**src/rtl/wdog_pkg.sv**
```systemverilog
package wdog_pkg;
  localparam int unsigned CNT_W  = 12;
  localparam int unsigned DATA_W = 32;
  localparam logic [7:0]  RESTART_KEY = 8'hA5;

  typedef enum logic [1:0] {
    A_MODE = 2'd0,
    A_CTRL = 2'd1,
    A_STAT = 2'd2,
    A_RSVD = 2'd3
  } wd_addr_e;

  // packed order matches mode word bits [28:0]
  typedef struct packed {
    logic             fault_en;
    logic             dbg_halt;
    logic             cpu_en;
    logic             sys_en;
    logic             dis;
    logic [CNT_W-1:0] delta;
    logic [CNT_W-1:0] tmo;
  } wd_cfg_t;

  localparam int unsigned CFG_W = $bits(wd_cfg_t);

  localparam wd_cfg_t CFG_RST = '{fault_en: 1'b0, dbg_halt: 1'b0, cpu_en: 1'b0,
                                  sys_en: 1'b1, dis: 1'b0,
                                  delta: {CNT_W{1'b1}}, tmo: {CNT_W{1'b1}}};
endpackage

```
**src/rtl/wdog_prescaler.sv**
```systemverilog
module wdog_prescaler #(
  parameter int unsigned DIV = 128
) (
  input  logic clk_i,
  input  logic rst_ni,
  input  logic slow_en_i,
  output logic tick_o
);
  localparam int unsigned PW = (DIV > 1) ? $clog2(DIV) : 1;
  localparam logic [PW-1:0] LAST = PW'(DIV - 1);

  logic [PW-1:0] cnt_q;

  assign tick_o = slow_en_i && (cnt_q == LAST);

  always_ff @(posedge clk_i or negedge rst_ni) begin
    if (!rst_ni)        cnt_q <= '0;
    else if (slow_en_i) cnt_q <= tick_o ? '0 : cnt_q + 1'b1;
  end
endmodule

```
**src/rtl/wdog_regs.sv**
```systemverilog
module wdog_regs
  import wdog_pkg::*;
(
  input  logic              clk_i,
  input  logic              rst_ni,
  input  logic              we_i,
  input  logic              re_i,
  input  logic [1:0]        addr_i,
  input  logic [DATA_W-1:0] wdata_i,
  output logic [DATA_W-1:0] rdata_o,
  input  logic              set_uf_i,
  input  logic              set_werr_i,
  output wd_cfg_t           cfg_o,
  output logic              locked_o,
  output logic              mode_load_o,
  output logic [CNT_W-1:0]  load_tmo_o,
  output logic              restart_o
);
  wd_cfg_t           cfg_q;
  logic              locked_q;
  logic              uf_q, werr_q;
  logic [DATA_W-1:0] rdata_q;
  logic              stat_rd;
  logic [DATA_W-1:0] rd_word;

  assign mode_load_o = we_i && (addr_i == A_MODE) && !locked_q;
  assign load_tmo_o  = wdata_i[CNT_W-1:0];
  assign restart_o   = we_i && (addr_i == A_CTRL) &&
                       (wdata_i[DATA_W-1 -: 8] == RESTART_KEY) && wdata_i[0];
  assign stat_rd     = re_i && (addr_i == A_STAT);

  always_comb begin
    rd_word = '0;
    case (addr_i)
      A_MODE:  rd_word[CFG_W-1:0] = cfg_q;
      A_STAT:  rd_word[1:0] = {werr_q, uf_q};
      default: rd_word = '0;
    endcase
  end

  always_ff @(posedge clk_i or negedge rst_ni) begin
    if (!rst_ni) begin
      cfg_q    <= CFG_RST;
      locked_q <= 1'b0;
    end else if (mode_load_o) begin
      cfg_q    <= wd_cfg_t'(wdata_i[CFG_W-1:0]);
      locked_q <= 1'b1;
    end
  end

  // set wins over clear-on-read
  always_ff @(posedge clk_i or negedge rst_ni) begin
    if (!rst_ni) begin
      uf_q   <= 1'b0;
      werr_q <= 1'b0;
    end else begin
      uf_q   <= (uf_q   && !stat_rd) || set_uf_i;
      werr_q <= (werr_q && !stat_rd) || set_werr_i;
    end
  end

  always_ff @(posedge clk_i or negedge rst_ni) begin
    if (!rst_ni) rdata_q <= '0;
    else         rdata_q <= re_i ? rd_word : '0;
  end

  assign rdata_o  = rdata_q;
  assign cfg_o    = cfg_q;
  assign locked_o = locked_q;
endmodule

```
**src/rtl/wdog_core.sv**
```systemverilog
module wdog_core
  import wdog_pkg::*;
(
  input  logic             clk_i,
  input  logic             rst_ni,
  input  logic             tick_i,
  input  logic             debug_i,
  input  wd_cfg_t          cfg_i,
  input  logic             mode_load_i,
  input  logic [CNT_W-1:0] load_tmo_i,
  input  logic             restart_i,
  output logic             set_uf_o,
  output logic             set_werr_o,
  output logic             event_o,
  output logic [CNT_W-1:0] cnt_o
);
  logic [CNT_W-1:0] cnt_q;
  logic keyed, in_win, rs_ok, rs_bad, fault, run, uf;

  assign keyed  = restart_i && !cfg_i.dis;
  assign in_win = cnt_q <= cfg_i.delta;
  assign rs_ok  = keyed && in_win;
  assign rs_bad = keyed && !in_win;
  assign fault  = rs_bad && cfg_i.fault_en;
  assign run    = tick_i && !cfg_i.dis && !(cfg_i.dbg_halt && debug_i);
  assign uf     = !mode_load_i && !rs_ok && !fault && run && (cnt_q == '0);

  always_ff @(posedge clk_i or negedge rst_ni) begin
    if (!rst_ni)               cnt_q <= CFG_RST.tmo;
    else if (mode_load_i)      cnt_q <= load_tmo_i;
    else if (rs_ok || fault)   cnt_q <= cfg_i.tmo;
    else if (run)              cnt_q <= (cnt_q == '0) ? cfg_i.tmo : cnt_q - 1'b1;
  end

  assign set_uf_o   = uf;
  assign set_werr_o = rs_bad;
  assign event_o    = uf || fault;
  assign cnt_o      = cnt_q;
endmodule

```
**src/rtl/wdog_pulse.sv**
```systemverilog
module wdog_pulse #(
  parameter int unsigned LEN = 8
) (
  input  logic clk_i,
  input  logic rst_ni,
  input  logic fire_i,
  input  logic kill_i,
  output logic pulse_o
);
  localparam int unsigned CW = $clog2(LEN + 1);
  localparam logic [CW-1:0] FULL = CW'(LEN);

  logic [CW-1:0] cnt_q;

  always_ff @(posedge clk_i or negedge rst_ni) begin
    if (!rst_ni)             cnt_q <= '0;
    else if (fire_i)         cnt_q <= FULL;
    else if (kill_i)         cnt_q <= '0;
    else if (cnt_q != '0)    cnt_q <= cnt_q - 1'b1;
  end

  assign pulse_o = cnt_q != '0;
endmodule

```
**src/rtl/wdog_win_top.sv**
```systemverilog
module wdog_win_top
  import wdog_pkg::*;
#(
  parameter int unsigned PRESC_DIV = 128,
  parameter int unsigned PULSE_LEN = 8
) (
  input  logic        clk_i,
  input  logic        rst_ni,
  input  logic        slow_en_i,
  input  logic        debug_i,
  input  logic        reg_we_i,
  input  logic        reg_re_i,
  input  logic [1:0]  reg_addr_i,
  input  logic [31:0] reg_wdata_i,
  output logic [31:0] reg_rdata_o,
  output logic        sys_rst_o,
  output logic        cpu_rst_o
);
  localparam int unsigned NOUT = 2;  // 0: system, 1: processor

  wd_cfg_t          cfg;
  logic             locked, tick, mode_load, restart;
  logic             set_uf, set_werr, wd_event;
  logic [CNT_W-1:0] load_tmo, cnt;
  logic [NOUT-1:0]  fire, kill, pulse;

  wdog_prescaler #(.DIV(PRESC_DIV)) u_pre (
    .clk_i, .rst_ni, .slow_en_i, .tick_o(tick)
  );

  wdog_regs u_regs (
    .clk_i, .rst_ni,
    .we_i(reg_we_i), .re_i(reg_re_i), .addr_i(reg_addr_i),
    .wdata_i(reg_wdata_i), .rdata_o(reg_rdata_o),
    .set_uf_i(set_uf), .set_werr_i(set_werr),
    .cfg_o(cfg), .locked_o(locked), .mode_load_o(mode_load),
    .load_tmo_o(load_tmo), .restart_o(restart)
  );

  wdog_core u_core (
    .clk_i, .rst_ni, .tick_i(tick), .debug_i, .cfg_i(cfg),
    .mode_load_i(mode_load), .load_tmo_i(load_tmo), .restart_i(restart),
    .set_uf_o(set_uf), .set_werr_o(set_werr), .event_o(wd_event), .cnt_o(cnt)
  );

  // system reset dominates processor reset
  assign fire[0] = wd_event && cfg.sys_en;
  assign fire[1] = wd_event && !cfg.sys_en && cfg.cpu_en;
  assign kill[0] = fire[1];
  assign kill[1] = fire[0];

  for (genvar i = 0; i < NOUT; i++) begin : g_pulse
    wdog_pulse #(.LEN(PULSE_LEN)) u_pulse (
      .clk_i, .rst_ni, .fire_i(fire[i]), .kill_i(kill[i]), .pulse_o(pulse[i])
    );
  end

  assign sys_rst_o = pulse[0];
  assign cpu_rst_o = pulse[1];
endmodule

```
**config.mk**
```make
export PLATFORM = sky130hd
export DESIGN_NAME = wdog_win_top
export DESIGN_NICKNAME = d
export VERILOG_FILES = /design/src/rtl/wdog_pkg.sv /design/src/rtl/wdog_prescaler.sv /design/src/rtl/wdog_regs.sv /design/src/rtl/wdog_core.sv /design/src/rtl/wdog_pulse.sv /design/src/rtl/wdog_win_top.sv
export SDC_FILE = /design/constraint.sdc
export NUM_CORES = 1
export LEC_CHECK = 0
export ABC_AREA = 1
export BUFFER_PORTS_ARGS = -buffer_cell sky130_fd_sc_hd__clkbuf_2
export CAP_MARGIN = 20
export CORE_MARGIN = 4
export CORE_UTILIZATION = 35
export DETAILED_ROUTE_END_ITERATION = 6
export GPL_TIMING_DRIVEN = 0
export PLACE_DENSITY = 0.6
export SETUP_SLACK_MARGIN = 0.3
export SLEW_MARGIN = 20
export SYNTH_ARGS = -nofsm -noshare
export SYNTH_HDL_FRONTEND = slang
export SYNTH_SLANG_ARGS = --single-unit
export TNS_END_PERCENT = 10
```
**constraint.sdc**
```tcl
create_clock -name clk_i -period 2.95 [get_ports clk_i]
set_clock_uncertainty 0.1 [all_clocks]
set_input_delay 0.295 -clock clk_i [delete_from_list [all_inputs] [get_ports clk_i]]
set_output_delay 0.295 -clock clk_i [all_outputs]
set_load 0.01 [all_outputs]
```
After elaboration in Yosys (flattened, before gate mapping)
Index checks and enable logic that the tools add are counted.

word-level totals
  bits in registers = 91
  input port bits = 40
  logic and storage cells = 81

cells by class
  add/sub/neg operators = 4
  $lt $le $gt $ge = 1
  equal/unequal tests = 4
  mux-type cells = 14
  reductions and logical operators = 43

operators by type and width
  operator                                             number
  2-to-1 mux 12 bit                                    4
  2-to-1 mux 29 bit                                    1
  2-to-1 mux 27 bit                                    1
  2-to-1 mux 4 bit                                     6
  logical AND 1 bit                                    23
  <= comparator 12 bit                                 1
  logical NOT 12 bit                                   1
  subtractor 12 x 1 -> 12 bit (second input constant)  1
  logical NOT 1 bit                                    9
  nonzero test 3 bit                                   3
  == test 8 bit (second input constant)                1
  nonzero test 4 bit                                   2
  subtractor 4 x 1 -> 4 bit (second input constant)    2
  adder 7 x 1 -> 7 bit (second input constant)         1
  == test 7 bit (second input constant)                1
  2-to-1 mux 7 bit                                     1
  logical OR 1 bit                                     4
  case mux 2 bit (2 select lines)                      1
  == test 2 x 1 -> 1 bit (second input constant)       1
  == test 2 bit (second input constant)                1
  logical NOT 2 bit                                    1

Logic depth before layout (Yosys ltp)
  depth in word-level cells = 16
  depth in mapped cells = 17
  gate-level depth less buffers = 16

Cells and area by module
A second synthesis with hierarchy kept.

second synthesis, totals
  cell total of the unflattened synthesis = 627
  area total of the unflattened synthesis = 4912.2 sq um

modules (own cells, without submodules)
  module          times used  cells each  area an instance (sq um)  seq. area each (sq um)
  wdog_regs       1           265         2504.9                    1557.7
  wdog_core       1           255         1565.3                    315.3
  wdog_pulse      2           26          221.5                     100.1
  wdog_prescaler  1           51          381.6                     175.2
  wdog_win_top    1           4           17.5                      0.0

Worst setup path before layout
OpenSTA, ideal clock, no wires.

  path type = flip-flop to flip-flop
  start point = reg u_regs.cfg_q (netlist bit u_regs.cfg_o[23])
  end point = reg u_core.cnt_q[6], in the netlist u_core.cnt_o[6]
  library setup time = 0.068 ns
  data arrival time = 1.900 ns
  data required time = 2.782 ns
  slack = 0.882 ns
  stages on the path, launching flop included = 16
  path through = dfstp_2 > inv_1 > ha_1 > nand2_1 > inv_1 > nand2_1 > nor2_1 > nand2_1 > nand3_1 > nand3_2 > nand2_4 > nand2_2 > buf_6 > nand2_1 > nand3_1 > a21oi_2

on the way
  cells in the longest elaborated chain, start to end = 7

RTL lines
  element                   RTL line         text
  from (decl)               wdog_regs.sv:19  wd_cfg_t cfg_q;
  from (signal assigned)    wdog_regs.sv:46  cfg_q <= wd_cfg_t'(wdata_i[CFG_W-1:0]);
  <= comparator 12 bit (*)  wdog_core.sv:21  assign in_win = cnt_q <= cfg_i.delta;
  logical NOT 1 bit         wdog_core.sv:23  assign rs_bad = keyed && !in_win;
  logical AND 1 bit         wdog_core.sv:23
  logical AND 1 bit         wdog_core.sv:24  assign fault = rs_bad && cfg_i.fault_en;
  logical OR 1 bit (*)      wdog_core.sv:31  else if (rs_ok || fault) cnt_q <= cfg_i.tmo;
  2-to-1 mux 12 bit         wdog_core.sv:31
  2-to-1 mux 12 bit         wdog_core.sv:30  else if (mode_load_i) cnt_q <= load_tmo_i;
  to (signal assigned)      wdog_core.sv:30
  to (signal assigned)      wdog_core.sv:31
  to (signal assigned)      wdog_core.sv:32  else if (run) cnt_q <= (cnt_q == '0) ? cfg_i.tmo : cnt_q - 1'b1;
  to (decl)                 wdog_core.sv:17  logic [CNT_W-1:0] cnt_q;

Mark *: on every way between the ends. The rest lies on a longest branch, timed or not.
A chain may end at the register's enable or synchronous reset.

Worst setup path in the final report
  start point = reg u_regs.cfg_q (netlist bit u_regs.cfg_o[23])
  end point = reg u_core.cnt_q[10], in the netlist u_core.cnt_o[10]

The elaborated chain is that of the path after synthesis.

==> results.sh <==
export IMPL_worstHoldEndpoint="u_regs.cfg_o[20]"
export IMPL_grt_busiest_layer="met2"
export IMPL_worstReg2RegStart="u_regs.cfg_o[23]"
export IMPL_synth_enable_flop_cells=0
export IMPL_grt_ovfl_total=0
export IMPL_ys_seq_area_frac=0.4990
export IMPL_synth_top_area_share=0.2833
export IMPL_worstReg2RegEnd="u_core.cnt_o[10]"
export IMPL_areaGrowthSynthToFinish_pct=19.83
export IMPL_drc=0
export IMPL_yosysWarnings=0
export IMPL_first_global_vias=3547
export IMPL_run_status="finished clean"
export IMPL_route_antenna_remaining_nets=0
export IMPL_n_antenna_cell=0
export IMPL_power_leakage_nw=3.006
export IMPL_finalMaxSlewViolations=0
export IMPL_grt_util_met2=0.2387
export IMPL_postRouteWirelength_microns=10590
export IMPL_critPathMaxFanout=10
export IMPL_cts_repair_resizes=0
export IMPL_hp_class="in -> reg"
export IMPL_crit_type="reg -> reg"
export IMPL_path_clk_slew_ps=60
export IMPL_final_min_clock_period_ps=2323
export IMPL_power_ir_vdd_worst_v=0.0003186
export IMPL_boundaryPins=74
export IMPL_postSynth_asyncResetShare=1.000
export IMPL_drt_pre_antenna_iters=4
export IMPL_synth_top_area_cell="sky130_fd_sc_hd__dfrtp_1"
export IMPL_synth_xor_area_share=0.02333
export IMPL_hold_path_depth=3
export IMPL_synthDistinctLibCells=36
export IMPL_via_count=3577
export IMPL_pin_count_of_the_biggest_net_entering_global_routing=89
export IMPL_synthTopCellsByCount="110 x sky130_fd_sc_hd__nand2_1, 90 x sky130_fd_sc_hd__inv_1, 64 x sky130_fd_sc_hd__nor2_1"
export IMPL_post_layout_total_power_mw=4.541
export IMPL_synthSimpleGateAreaFrac=0.2666
export IMPL_first_pass_grt_wire_length_microns=17920
export IMPL_num_rows=41
export IMPL_post_route_cells_drive_above_1_share=0.2565
export IMPL_antenna_found_initial=0
export IMPL_floorplan_core_area_sq_mm=0.01262
export IMPL_critical_path_required_ps=3130
export IMPL_netlist_instances=531
export IMPL_die_area_sq_mm=0.01475
export IMPL_syn_area_sq_mm=0.004506
export IMPL_routabilityCongestion=0.8634
export IMPL_fp_dieW_microns=121.5
export IMPL_cts_htree_levels=3
export IMPL_worstMarginPinSlew_ps=681.0
export IMPL_fin_setup_tns_ps=0
export IMPL_synth_compound_area_frac=0.06443
export IMPL_globalRouteTotalUtil=0.1545
export IMPL_clk_insertion_delay_late_ps=340
export IMPL_total_cts_buffers=9
export IMPL_quantity_of_hold_fixing_buffers_added_after_cts=1
export IMPL_power_density_mw_per_mm2=841.1
export IMPL_synthMostInstantiatedCell="sky130_fd_sc_hd__nand2_1"
export IMPL_synth_seq_cells=88
export IMPL_timing_max_slew_rel_slack=0.5460
export IMPL_numClockSinks=88
export IMPL_synth_mux_area_fraction=0.002222
export IMPL_largest_buffer_count_on_any_clock_path=2
export IMPL_synth_avg_cell_area_sq_um=8.485
export IMPL_fin_crit_sh=0.7874
export IMPL_reg2reg_depth=15
export IMPL_dominantRegCellSynth="sky130_fd_sc_hd__dfrtp_1"
export IMPL_synth_top_cells_by_area="sky130_fd_sc_hd__dfrtp_1 28%, sky130_fd_sc_hd__dfstp_2 22%, sky130_fd_sc_hd__nand2_1 9.2%, sky130_fd_sc_hd__inv_1 7.5%, sky130_fd_sc_hd__nor2_1 5.3%"
export IMPL_worst_setup_path_start_kind="flop"
export IMPL_post_drt_wl_per_cell_microns=13.37
export IMPL_endpoint_type_of_the_worst_setup_path="flop"
export IMPL_port_buffers=70
export IMPL_met3_usage=0.02844
export IMPL_hp_start="reg_wdata_i[20]"
export IMPL_crit_arrival_ps=2500
export IMPL_hpwl_microns=8074
export IMPL_initial_drc_count=182
export IMPL_setup_viol_count_final=0
export IMPL_die_height_microns=121.5
export IMPL_grt_met1_usage=0.2150
export IMPL_drt_vias_per_instance=4.516
export IMPL_timing_final_hold_violations=0
export IMPL_synth_adder_area_share=0.04721
export IMPL_grt_setup_unrepaired="false"
export IMPL_max_cap_violations=0
export IMPL_tritoncts="done"
export IMPL_max_freq_ghz=0.4305
export IMPL_post_cts_setup_buffers=0
export IMPL_reg2reg_setup_slack_ps=630
export IMPL_initial_core_util=0.3570
export IMPL_nets=672
export IMPL_dominant_combinational_cell_family_by_area_after_synthesis="simple AND/OR/NAND/NOR gates"
export IMPL_clockRootBuffer="sky130_fd_sc_hd__clkbuf_16"
## kinds of logic (layout without fill, tap and decap cells)
family,count (synthesis),count (layout)
fa+ha+maj,17,17
other cells,1,3
compound gates,52,52
mux,1,1
simple gates,253,253
flops,88,88
buf+inv,107,194
xor+xnor,12,12
## final cells by class
class | count | area [sq um]
multi-input cells | 338 | 1831
clock buffers | 14 | 264.0
fillers | 1293 | 7221
well taps | 172 | 215.2
clock inverters | 2 | 37.54
repair buffers | 71 | 369.1
plain buffers | 17 | 96.34
inverters | 90 | 337.8
flip-flops and latches | 88 | 2248
## flip-flops by register name, summed over array words and instances (netlist names)
register	flops
u_regs.uf_q	1
u_regs.cfg_o	29
u_regs.locked_o	1
u_pre.cnt_q	7
g_pulse.u_pulse.cnt_q	8
u_core.cnt_o	12
u_regs.rdata_o	29
u_regs.werr_q	1
## how the worst max path moves through the flow
stage                           from                end  slack [ps]
global route        u_regs.cfg_o[23]   u_core.cnt_o[10]         390
floorplan           u_regs.cfg_o[23]    u_core.cnt_o[6]         880
detailed placement  u_regs.cfg_o[23]    u_core.cnt_o[6]         600
CTS                 u_regs.cfg_o[23]    u_core.cnt_o[6]         590
finish              u_regs.cfg_o[23]   u_core.cnt_o[10]         630
global placement              rst_ni  u_regs.rdata_o[2]         510
## through the flow
step	instances	hold WS [ps]	cell area [sq um]	util	worst slack, ps
floorplan	533	-100.6	4513	-	881.6
finish	792	63.17	5399	0.4278	627.3
global placement	775	349.2	5079	0.4024	508.1
detailed placement	775	301.7	5087	0.4031	595.1
CTS	792	55.48	5399	0.4278	586.7
global route	792	72.73	5399	0.4278	394.7
## report_power, final
part / internal [mW] / switching [mW] / leakage [nW]
Combinational: 0.728 / 1.02 / 1.82
Clock: 0.703 / 0.440 / 0.143
Sequential: 1.45 / 0.197 / 1.04
Total: 2.88 / 1.66 / 3.01
## metal layers
layer	vias up	share of wire	routed length, microns
met5	-	0	0
met4	0	0.018	189
met3	13	0.044	462
met2	72	0.47	5006
met1	1677	0.47	4932
li1	1815	-	-
## cells in the final DEF (no fill, tap or decap), drive strengths merged
cell         count
conb             3
nor3             8
nand2          118
inv             90
a21o             2
xor2             7
nand4           11
buf             10
dfstp           37
dfrtp           51
o22ai            2
dlygate4sd3      1
or2              2
and3             1
ha              17
xnor2            5
a21oi           19
nand3b           1
o21ai           29
mux2i            1
clkbuf          91
bufinv           1
nand3           44
clkinvlp         1
nor2            68
## critical path, stage by stage (launching register included)
cell and delay, ps:
sky130_fd_sc_hd__dfstp_2 510, sky130_fd_sc_hd__inv_1 60, sky130_fd_sc_hd__ha_1 290, sky130_fd_sc_hd__nand2_1 70
sky130_fd_sc_hd__inv_1 50, sky130_fd_sc_hd__nand2_1 50, sky130_fd_sc_hd__nor2_1 140, sky130_fd_sc_hd__nand2_1 70
sky130_fd_sc_hd__nand3_1 130, sky130_fd_sc_hd__nand3_2 130, sky130_fd_sc_hd__nand2_4 140, sky130_fd_sc_hd__buf_4 200
sky130_fd_sc_hd__nand4_1 100, sky130_fd_sc_hd__nand3_1 110, sky130_fd_sc_hd__nand2_1 60, sky130_fd_sc_hd__nand2_1 60
No activity file was read; power rests on OpenSTA's default activity.
